File: src/rtl/dma_irq_pkg.sv
package dma_irq_pkg;
  localparam int N_EVT = 12;

  localparam int EV_BAD_ACC  = 0;
  localparam int EV_SRC_DONE = 1;
  localparam int EV_DST_DONE = 2;
  localparam int EV_SRC_ACCT = 4;
  localparam int EV_DST_ACCT = 5;

  // Pending bits the channel logic may set directly.
  localparam logic [N_EVT-1:0] EXT_EVT_MASK = 12'hFCE;

  // Word indices of the decoded registers.
  localparam int WI_STATUS = 0;
  localparam int WI_MASK   = 1;
  localparam int WI_UNMASK = 2;
  localparam int WI_DOMASK = 3;
  localparam int WI_SRCCNT = 4;
  localparam int WI_DSTCNT = 5;

  typedef enum logic [2:0] {
    RS_NONE, RS_STATUS, RS_MASK, RS_ZERO, RS_SRC, RS_DST
  } rd_sel_e;

  typedef struct packed {
    logic st_clr;
    logic unmask;
    logic domask;
    logic src_rd;
    logic dst_rd;
    logic bad_acc;
  } strobe_t;
endpackage

File: src/rtl/dma_irq_rst_sync.sv
module dma_irq_rst_sync (
  input  logic clk,
  input  logic rst_n,
  output logic rst_sync_n
);
  logic [1:0] sync_q;

  always_ff @(posedge clk or negedge rst_n) begin
    if (!rst_n) sync_q <= 2'b00;
    else        sync_q <= {sync_q[0], 1'b1};
  end

  assign rst_sync_n = sync_q[1];
endmodule

File: src/rtl/dma_irq_decode.sv
module dma_irq_decode
  import dma_irq_pkg::*;
#(
  parameter int ADDR_W = 8
) (
  input  logic              sel,
  input  logic              wr,
  input  logic [ADDR_W-1:0] addr,
  output strobe_t           stb,
  output rd_sel_e           rsel
);
  localparam int WI_W = ADDR_W - 2;

  logic [WI_W-1:0] widx;
  logic            unused_lsb;

  assign widx       = addr[ADDR_W-1:2];
  assign unused_lsb = ^addr[1:0];

  always_comb begin
    stb  = '0;
    rsel = RS_NONE;
    if (sel) begin
      case (widx)
        WI_W'(WI_STATUS): begin
          stb.st_clr = wr;
          rsel       = RS_STATUS;
        end
        WI_W'(WI_MASK):   rsel = RS_MASK;
        WI_W'(WI_UNMASK): begin
          stb.unmask = wr;
          rsel       = RS_ZERO;
        end
        WI_W'(WI_DOMASK): begin
          stb.domask = wr;
          rsel       = RS_ZERO;
        end
        WI_W'(WI_SRCCNT): begin
          stb.src_rd = !wr;
          rsel       = RS_SRC;
        end
        WI_W'(WI_DSTCNT): begin
          stb.dst_rd = !wr;
          rsel       = RS_DST;
        end
        default: begin
          stb.bad_acc = 1'b1;
          rsel        = RS_ZERO;
        end
      endcase
    end
  end
endmodule

File: src/rtl/dma_irq_acct_cnt.sv
module dma_irq_acct_cnt #(
  parameter int CNT_W = 8
) (
  input  logic             clk,
  input  logic             rst_n,
  input  logic             inc,
  input  logic             rd_clr,
  output logic [CNT_W-1:0] cnt_q,
  output logic             wrap
);
  logic [CNT_W-1:0] base;
  logic [CNT_W-1:0] cnt_d;
  logic             carry;
  logic             cnt_en;

  always_comb begin
    base            = rd_clr ? '0 : cnt_q;
    {carry, cnt_d}  = {1'b0, base} + {{CNT_W{1'b0}}, inc};
    wrap            = inc & carry;
    cnt_en          = inc | rd_clr;
  end

  always_ff @(posedge clk or negedge rst_n) begin
    if (!rst_n)      cnt_q <= '0;
    else if (cnt_en) cnt_q <= cnt_d;
  end
endmodule

File: src/rtl/dma_irq_status.sv
module dma_irq_status
  import dma_irq_pkg::*;
(
  input  logic             clk,
  input  logic             rst_n,
  input  logic [N_EVT-1:0] set_vec,
  input  logic             st_clr,
  input  logic             unmask,
  input  logic             domask,
  input  logic [N_EVT-1:0] wbits,
  output logic [N_EVT-1:0] status_q,
  output logic [N_EVT-1:0] mask_q
);
  logic [N_EVT-1:0] status_d;
  logic [N_EVT-1:0] mask_d;
  logic             st_en;
  logic             mk_en;

  always_comb begin
    status_d = (status_q & ~(st_clr ? wbits : '0)) | set_vec;
    mask_d   = (mask_q & ~(unmask ? wbits : '0)) | (domask ? wbits : '0);
    st_en    = st_clr | (|set_vec);
    mk_en    = unmask | domask;
  end

  always_ff @(posedge clk or negedge rst_n) begin
    if (!rst_n)     status_q <= '0;
    else if (st_en) status_q <= status_d;
  end

  always_ff @(posedge clk or negedge rst_n) begin
    if (!rst_n)     mask_q <= '1;
    else if (mk_en) mask_q <= mask_d;
  end
endmodule

File: src/rtl/dma_irq_regs.sv
module dma_irq_regs
  import dma_irq_pkg::*;
#(
  parameter int ADDR_W = 8,
  parameter int DATA_W = 32,
  parameter int CNT_W  = 8
) (
  input  logic              clk,
  input  logic              rst_n,
  input  logic              bus_sel,
  input  logic              bus_wr,
  input  logic [ADDR_W-1:0] bus_addr,
  input  logic [DATA_W-1:0] bus_wdata,
  output logic [DATA_W-1:0] bus_rdata,
  input  logic [N_EVT-1:0]  evt_i,
  output logic              irq_o
);
  logic             rst_sync_n;
  strobe_t          stb;
  rd_sel_e          rsel;
  logic [N_EVT-1:0] status_q;
  logic [N_EVT-1:0] mask_q;
  logic [N_EVT-1:0] set_vec;
  logic [CNT_W-1:0] cnt_q [2];
  logic [1:0]       wrap;
  logic [1:0]       cnt_inc;
  logic [1:0]       cnt_rd;
  logic [CNT_W-1:0] src_cnt;
  logic [CNT_W-1:0] dst_cnt;
  logic             unused_wdata;

  assign unused_wdata = ^bus_wdata[DATA_W-1:N_EVT];

  dma_irq_rst_sync u_rst (
    .clk        (clk),
    .rst_n      (rst_n),
    .rst_sync_n (rst_sync_n)
  );

  dma_irq_decode #(.ADDR_W(ADDR_W)) u_dec (
    .sel  (bus_sel),
    .wr   (bus_wr),
    .addr (bus_addr),
    .stb  (stb),
    .rsel (rsel)
  );

  assign cnt_inc = {evt_i[EV_DST_DONE], evt_i[EV_SRC_DONE]};
  assign cnt_rd  = {stb.dst_rd, stb.src_rd};

  for (genvar s = 0; s < 2; s++) begin : g_side
    dma_irq_acct_cnt #(.CNT_W(CNT_W)) u_cnt (
      .clk    (clk),
      .rst_n  (rst_sync_n),
      .inc    (cnt_inc[s]),
      .rd_clr (cnt_rd[s]),
      .cnt_q  (cnt_q[s]),
      .wrap   (wrap[s])
    );
  end

  assign src_cnt = cnt_q[0];
  assign dst_cnt = cnt_q[1];

  always_comb begin
    set_vec              = evt_i & EXT_EVT_MASK;
    set_vec[EV_BAD_ACC]  = stb.bad_acc;
    set_vec[EV_SRC_ACCT] = wrap[0];
    set_vec[EV_DST_ACCT] = wrap[1];
  end

  dma_irq_status u_st (
    .clk      (clk),
    .rst_n    (rst_sync_n),
    .set_vec  (set_vec),
    .st_clr   (stb.st_clr),
    .unmask   (stb.unmask),
    .domask   (stb.domask),
    .wbits    (bus_wdata[N_EVT-1:0]),
    .status_q (status_q),
    .mask_q   (mask_q)
  );

  always_comb begin
    bus_rdata = '0;
    case (rsel)
      RS_STATUS: bus_rdata[N_EVT-1:0] = status_q;
      RS_MASK:   bus_rdata[N_EVT-1:0] = mask_q;
      RS_SRC:    bus_rdata[CNT_W-1:0] = src_cnt;
      RS_DST:    bus_rdata[CNT_W-1:0] = dst_cnt;
      default:   bus_rdata = '0;
    endcase
  end

  assign irq_o = |(status_q & ~mask_q);
endmodule

File: config.mk
export PLATFORM = sky130hd
export DESIGN_NAME = dma_irq_regs
export DESIGN_NICKNAME = d
export VERILOG_FILES = /design/src/rtl/dma_irq_pkg.sv /design/src/rtl/dma_irq_rst_sync.sv /design/src/rtl/dma_irq_decode.sv /design/src/rtl/dma_irq_acct_cnt.sv /design/src/rtl/dma_irq_status.sv /design/src/rtl/dma_irq_regs.sv
export SDC_FILE = /design/constraint.sdc
export NUM_CORES = 1
export LEC_CHECK = 0
export BUFFER_PORTS_ARGS = -buffer_cell sky130_fd_sc_hd__buf_2
export CORE_AREA = 2 2 85 87
export DETAILED_ROUTE_END_ITERATION = 6
export DIE_AREA = 0 0 87 89
export GPL_ROUTABILITY_DRIVEN = 0
export GPL_TIMING_DRIVEN = 0
export PLACE_DENSITY = 0.66
export SYNTH_ARGS = -nofsm -noshare
export SYNTH_HDL_FRONTEND = slang
export SYNTH_HIERARCHICAL = 1
export SYNTH_SLANG_ARGS = --single-unit
File: constraint.sdc
create_clock -name clk -period 2.4 [get_ports clk]
set_clock_uncertainty 0.15 [all_clocks]
set_input_delay 0.24 -clock clk [delete_from_list [all_inputs] [get_ports clk]]
set_output_delay 0.24 -clock clk [all_outputs]
set_load 0.05 [all_outputs]
## Yosys cells after proc, flatten, opt, wreduce, memory -nomap -nowiden

Index checks and enable logic that the tools add are counted.

- $add $sub $neg: 2
- Bitwise gates (word level): 14
- Reductions and logical operators: 5
- Eq/ne operators: 9
- Muxes and demuxes: 16

Operator list:

| operator | number |
|---|---|
| bitwise AND 12 bit | 3 |
| two-way mux 12 bit | 3 |
| inverter 12 bit | 3 |
| one-hot mux 8 bit (4 select lines) | 1 |
| OR 12 bit | 2 |
| OR reduction 12 bit | 2 |
| adder 8 x 1 -> 9 bit | 2 |
| two-way mux 8 bit | 2 |
| equality test 6 x 2 -> 1 bit (second input constant) | 2 |
| equality test 6 x 3 -> 1 bit (second input constant) | 2 |
| one-hot mux 3 bit (4 select lines) | 1 |
| one-hot mux 4 bit (2 select lines) | 1 |
| equality test 3 bit (second input constant) | 2 |
| equality test 6 x 1 -> 1 bit (second input constant) | 1 |
| zero test 6 bit | 1 |
| two-way mux 1 bit | 6 |
| two-way mux 6 bit | 1 |
| OR reduction 6 bit | 1 |
| OR 1 bit | 4 |
| equality test 3 x 1 -> 1 bit (second input constant) | 1 |
| equality test 3 x 2 -> 1 bit (second input constant) | 1 |
| two-way mux 3 bit | 1 |
| bitwise AND 1 bit | 2 |
| zero test 1 bit | 1 |

- Word-level logic and storage cells: 51
- Register bits: 42
- Output and inout bits: 33
- Input bits: 56

## Logic depth before layout (Yosys ltp)

- Depth after elaboration: 9
- Gate-level depth with buffers: 10
- Mapped depth without buffers: 8

## Cells and area by module

The synthesis kept the hierarchy.

Modules (own cells, without submodules):

| module | times used | cells an instance | area each (um2) |
|---|---|---|---|
| dma_irq_status | 1 | 75 | 924.6 |
| dma_irq_acct_cnt | 2 | 43 | 432.9 |
| dma_irq_regs | 1 | 85 | 659.4 |
| dma_irq_decode | 1 | 18 | 146.4 |
| dma_irq_rst_sync | 1 | 3 | 53.8 |

## Least setup slack after synthesis

OpenSTA, ideal clock, no wires.

- Path kind: input to output
- Start: in bus_addr[7]
- End: out bus_rdata[2]
- Arrival time: 2.306 ns
- Setup slack: -0.296 ns
- Path buffers: 2
- Cell stages on the path: 6
- Cell sequence: or4b_1 > buf_2 > nor2_1 > buf_2 > a22oi_2 > o21ai_1

- Word-level cells in the longest chain between the ends: 5
- Elaborated cells between the ends (all ways): 11
- Classes of those cells: eq/ne (7); mux (3); reduce/logical (1)

RTL lines:

| element | RTL line | source |
|---|---|---|
| start: declaration | dma_irq_regs.sv:12 | `input logic [ADDR_W-1:0] bus_addr,` |
| equality test 6 x 3 -> 1 bit (tied with other cells) | dma_irq_decode.sv:24 | `case (widx)` |
| one-hot mux 3 bit (4 select lines) * | dma_irq_decode.sv:24 |  |
| two-way mux 3 bit * | dma_irq_decode.sv:23 | `if (sel) begin` |
| via rsel[2] | dma_irq_regs.sv:20 | `rd_sel_e rsel;` |
| equality test 3 bit (tied with other cells) | dma_irq_regs.sv:86 | `case (rsel)` |
| one-hot mux 8 bit (4 select lines) * | dma_irq_regs.sv:86 |  |
| end: declaration | dma_irq_regs.sv:14 | `output logic [DATA_W-1:0] bus_rdata,` |

The timed path passes the listed nets; every way through them passes the cells marked *.

## Final worst setup path

- Start: in bus_addr[7]
- End: out bus_rdata[4]

The elaborated chain is that of the path after synthesis.

==> results.md <==
- Worst r2r src: g_side[1].u_cnt/cnt_q[0]
- Num CTS Buffers: 5
- Die width: 87 µm
- Clock root cell: clkbuf_8
- Synth warnings: 6
- Vias: 2171
- Initial drt markers: 73
- Tmin final: 2.33 ns
- Routed length per instance: around 14 µm
- Area leader, netlist: dfrtp_1
- ANT nets after route: 0
- Max Slew Vio Count: 0
- Max Cap Viol: 0
- Max Root-Sink Buffers: 2
- Chip height: 89 µm
- Cell count of the worst hold path: 2
- Crit-path max FO: 8
- Yosys reg bits: 42
- Hold path start: bus_wdata[6]
- Nature of the critical path endpoint: primary output
- Worst-Skew Late Latency: 0.30 ns
- # setup viols final: 0
- Clock-pin slew on the worst setup and hold paths: 0.09 ns
- Row Count: 30
- Yosys top cell area share: 0.283
- IO Pins: between 80 and 90
- Port bufs: 43
- Distinct cells, synth: 38
- Synthesized area: 2650 µm²
- Pwr Total: 2120 µW
- First-pass GRT wire length: 9430 µm
- Setup repair after global routing missed its margin: yes
- DP Wirelength: 4430 µm
- Reg-to-reg slack, setup: ~0.64 ns
- R2R depth: 6
- Number of synthesized flops with an enable pin: 0
- Leak: roughly 0.0015 µW
- Avg Inst Size Synth: roughly 9.9 µm²
- Run status: finished, final reports clean
- Final Hold Vio Count: 0
- Fmax: 0.429 GHz
- CTS tree: yes
- CTS Sinks: 42
- Fin nets: slightly above 400
- Setup Crit Path Kind: in -> out
- RR Endpoint: g_side[1].u_cnt/cnt_q[6]
- Worst Hold End: u_st/mask_q[6]
- Via density: between 5 and 6
- TritonRoute pass-1 iters: 4
- Synthesized instance count: between 200 and 300
- Remaining DRCs: 0
- Die Area: 7740 µm²
- Power density cells: 623 nW/µm²
- Htree depth: 2
- Post-synth ARST share: 1.00
- Initial antenna violation count: 0
- Layout cell share with drive strength beyond 1: 0.384
- HP Class: in -> reg
- Total gr overflow: 0
- Vias in the first global route: ~2000
- Dpl cell area: 3130 µm²
- Fillers: ~610
- Ant. Diodes: 0
- Syn-to-layout area delta: 28.3%
- WP data arrival: 1.94 ns
- Final WL: 6030 µm
- Sequential share of the synthesized area: 0.402
- Crit path required time: 2.01 ns
- Final Cell Area: 3400 µm²
- Initial Utilization: 0.394
- Peak VDD IR: 0.000259 V
- Synth area leaders: dfrtp_1 (28%), dfstp_2 (12%), buf_4 (5.9%)
- GRT Total Usage: 0.156
- Startpoint Class: primary input
- Ys flop type: dfrtp_1
- Largest net degree at the start of global routing: 33
- Tcrit/Tclk final: 0.971
- Core Area: 6720 µm²
==> per-stage QoR <==
step / TNS [ns] / hold slack [ns] / util / cells / setup WS, ns
floorplan: -0.0388 / -0.206 / - / 286 / -0.0388
global placement: -4.94 / -0.125 / 0.462 / 409 / -0.315
detailed placement: -5.35 / -0.123 / 0.465 / 410 / -0.319
CTS: 0 / 0.0412 / 0.497 / 428 / 0.00294
global route: -0.0825 / 0.0491 / 0.506 / 432 / -0.0258
finish: 0 / 0.0494 / 0.506 / 432 / 0.0687
==> critical path, cell delays in order <==
cell and delay [ns]:
buf_2 0.11, or4b_1 0.51, buf_4 0.19, nor2_4 0.15, buf_4 0.15, nor3b_4 0.03, buf_4 0.16, nand2_1 0.12
o21ai_4 0.06, buf_2 0.21
==> sequential cells by signal, indices dropped and copies added, names as in the netlist <==
register	cells
u_st/mask_q	12
g_side.u_cnt/cnt_q	16
u_rst/sync_q	2
u_st/status_q	12
==> synthesized netlist by cell type, types with 6 or more instances <==
cell     instances
or3_1            6
a21o_1          12
mux2_4           7
o21ai_0          8
o21ai_1          8
a22o_1          12
a21oi_1          6
nor2b_1         12
buf_2            6
ha_1             6
nor2_1          11
dfstp_2         12
nand4_1          6
a22oi_2          7
nand2_1         37
dfrtp_1         30
buf_4           21
inv_1            7
==> report_power, final <==
| part | switching (µW) | internal, µW | leakage (µW) |
|---|---|---|---|
| clock | 248 | 312 | 0.0000524 |
| sequential | 136 | 822 | 0.000469 |
| combinational | 319 | 280 | 0.000947 |
| total | 703 | 1410 | 0.00147 |
==> layout make-up <==
cell class / count / area (µm²) / share of cell area
multi-input cells: 207 / 1500 / 0.441
flip-flops and latches: 42 / 1070 / 0.314
repair buffers: 58 / 368 / 0.108
plain buffers: 30 / 234 / 0.0688
well taps: 80 / 100 / 0.0294
clock buffers: 7 / 76.3 / 0.0225
clock inverters: 1 / 30.0 / 0.00883
inverters: 7 / 26.3 / 0.00773
==> cell usage in the layout, fill, tap and decap left out, drive strengths merged, types with 2 or more instances in the layout <==
cell / count
a2111oi: 4
clkbuf: 8
a21oi: 6
xor2: 5
nand2b: 3
dfrtp: 30
dlygate4sd3: 9
or3: 6
nand2: 37
and2b: 4
a21boi: 2
a22o: 12
dfstp: 12
inv: 7
nor4: 5
a32o: 2
buf: 78
conb: 21
ha: 6
o21ai: 16
a22oi: 12
nand3: 5
mux2: 12
nor4b: 2
nor2: 11
nand4: 8
a21o: 12
nor2b: 13
==> metal layers <==
metal	GRT usage	part of all wire	up-vias
li1	-	-	1081
met1	0.194	0.46	1034
met2	0.271	0.48	47
met3	0.0332	0.046	9
met4	0.0469	0.013	0
met5	0	0	-
==> cells by family (layout without fill, tap and decap cells) <==
family          count (synthesis)  count (layout)  share of synthesized area
xor+xnor                        5               5                     0.0165
flops                          42              42                      0.402
mux                            12              12                     0.0609
other cells                     2              21                    0.00283
buf+inv                        37             103                     0.0935
fa+ha+maj                       6               6                     0.0283
simple gates                   97              97                      0.206
compound gates                 66              66                      0.190
==> worst max-delay path by stage <==
stage | start | to | slack, ns
4_1_cts | bus_addr[7] | u_st/status_q[4] | 0.003
6_report | bus_addr[7] | bus_rdata[4] | 0.07
5_1_grt | bus_addr[7] | bus_rdata[4] | -0.03
3_3_place_gp | bus_addr[7] | bus_rdata[4] | -0.31
3_5_place_dp | bus_addr[7] | bus_rdata[4] | -0.32
2_1_floorplan | bus_addr[7] | bus_rdata[2] | -0.04
==> timing repair <==
action                                  in CTS  in global routing
hold buffers                                 9                  0
buffers inserted                             1                  4
gates resized for setup                      3                 14
pin swaps                                    1                  1
endpoints found under the setup margin      12                 22
endpoints found under the hold margin       13                  0
Note: power is estimated with default switching activity, not from simulation.
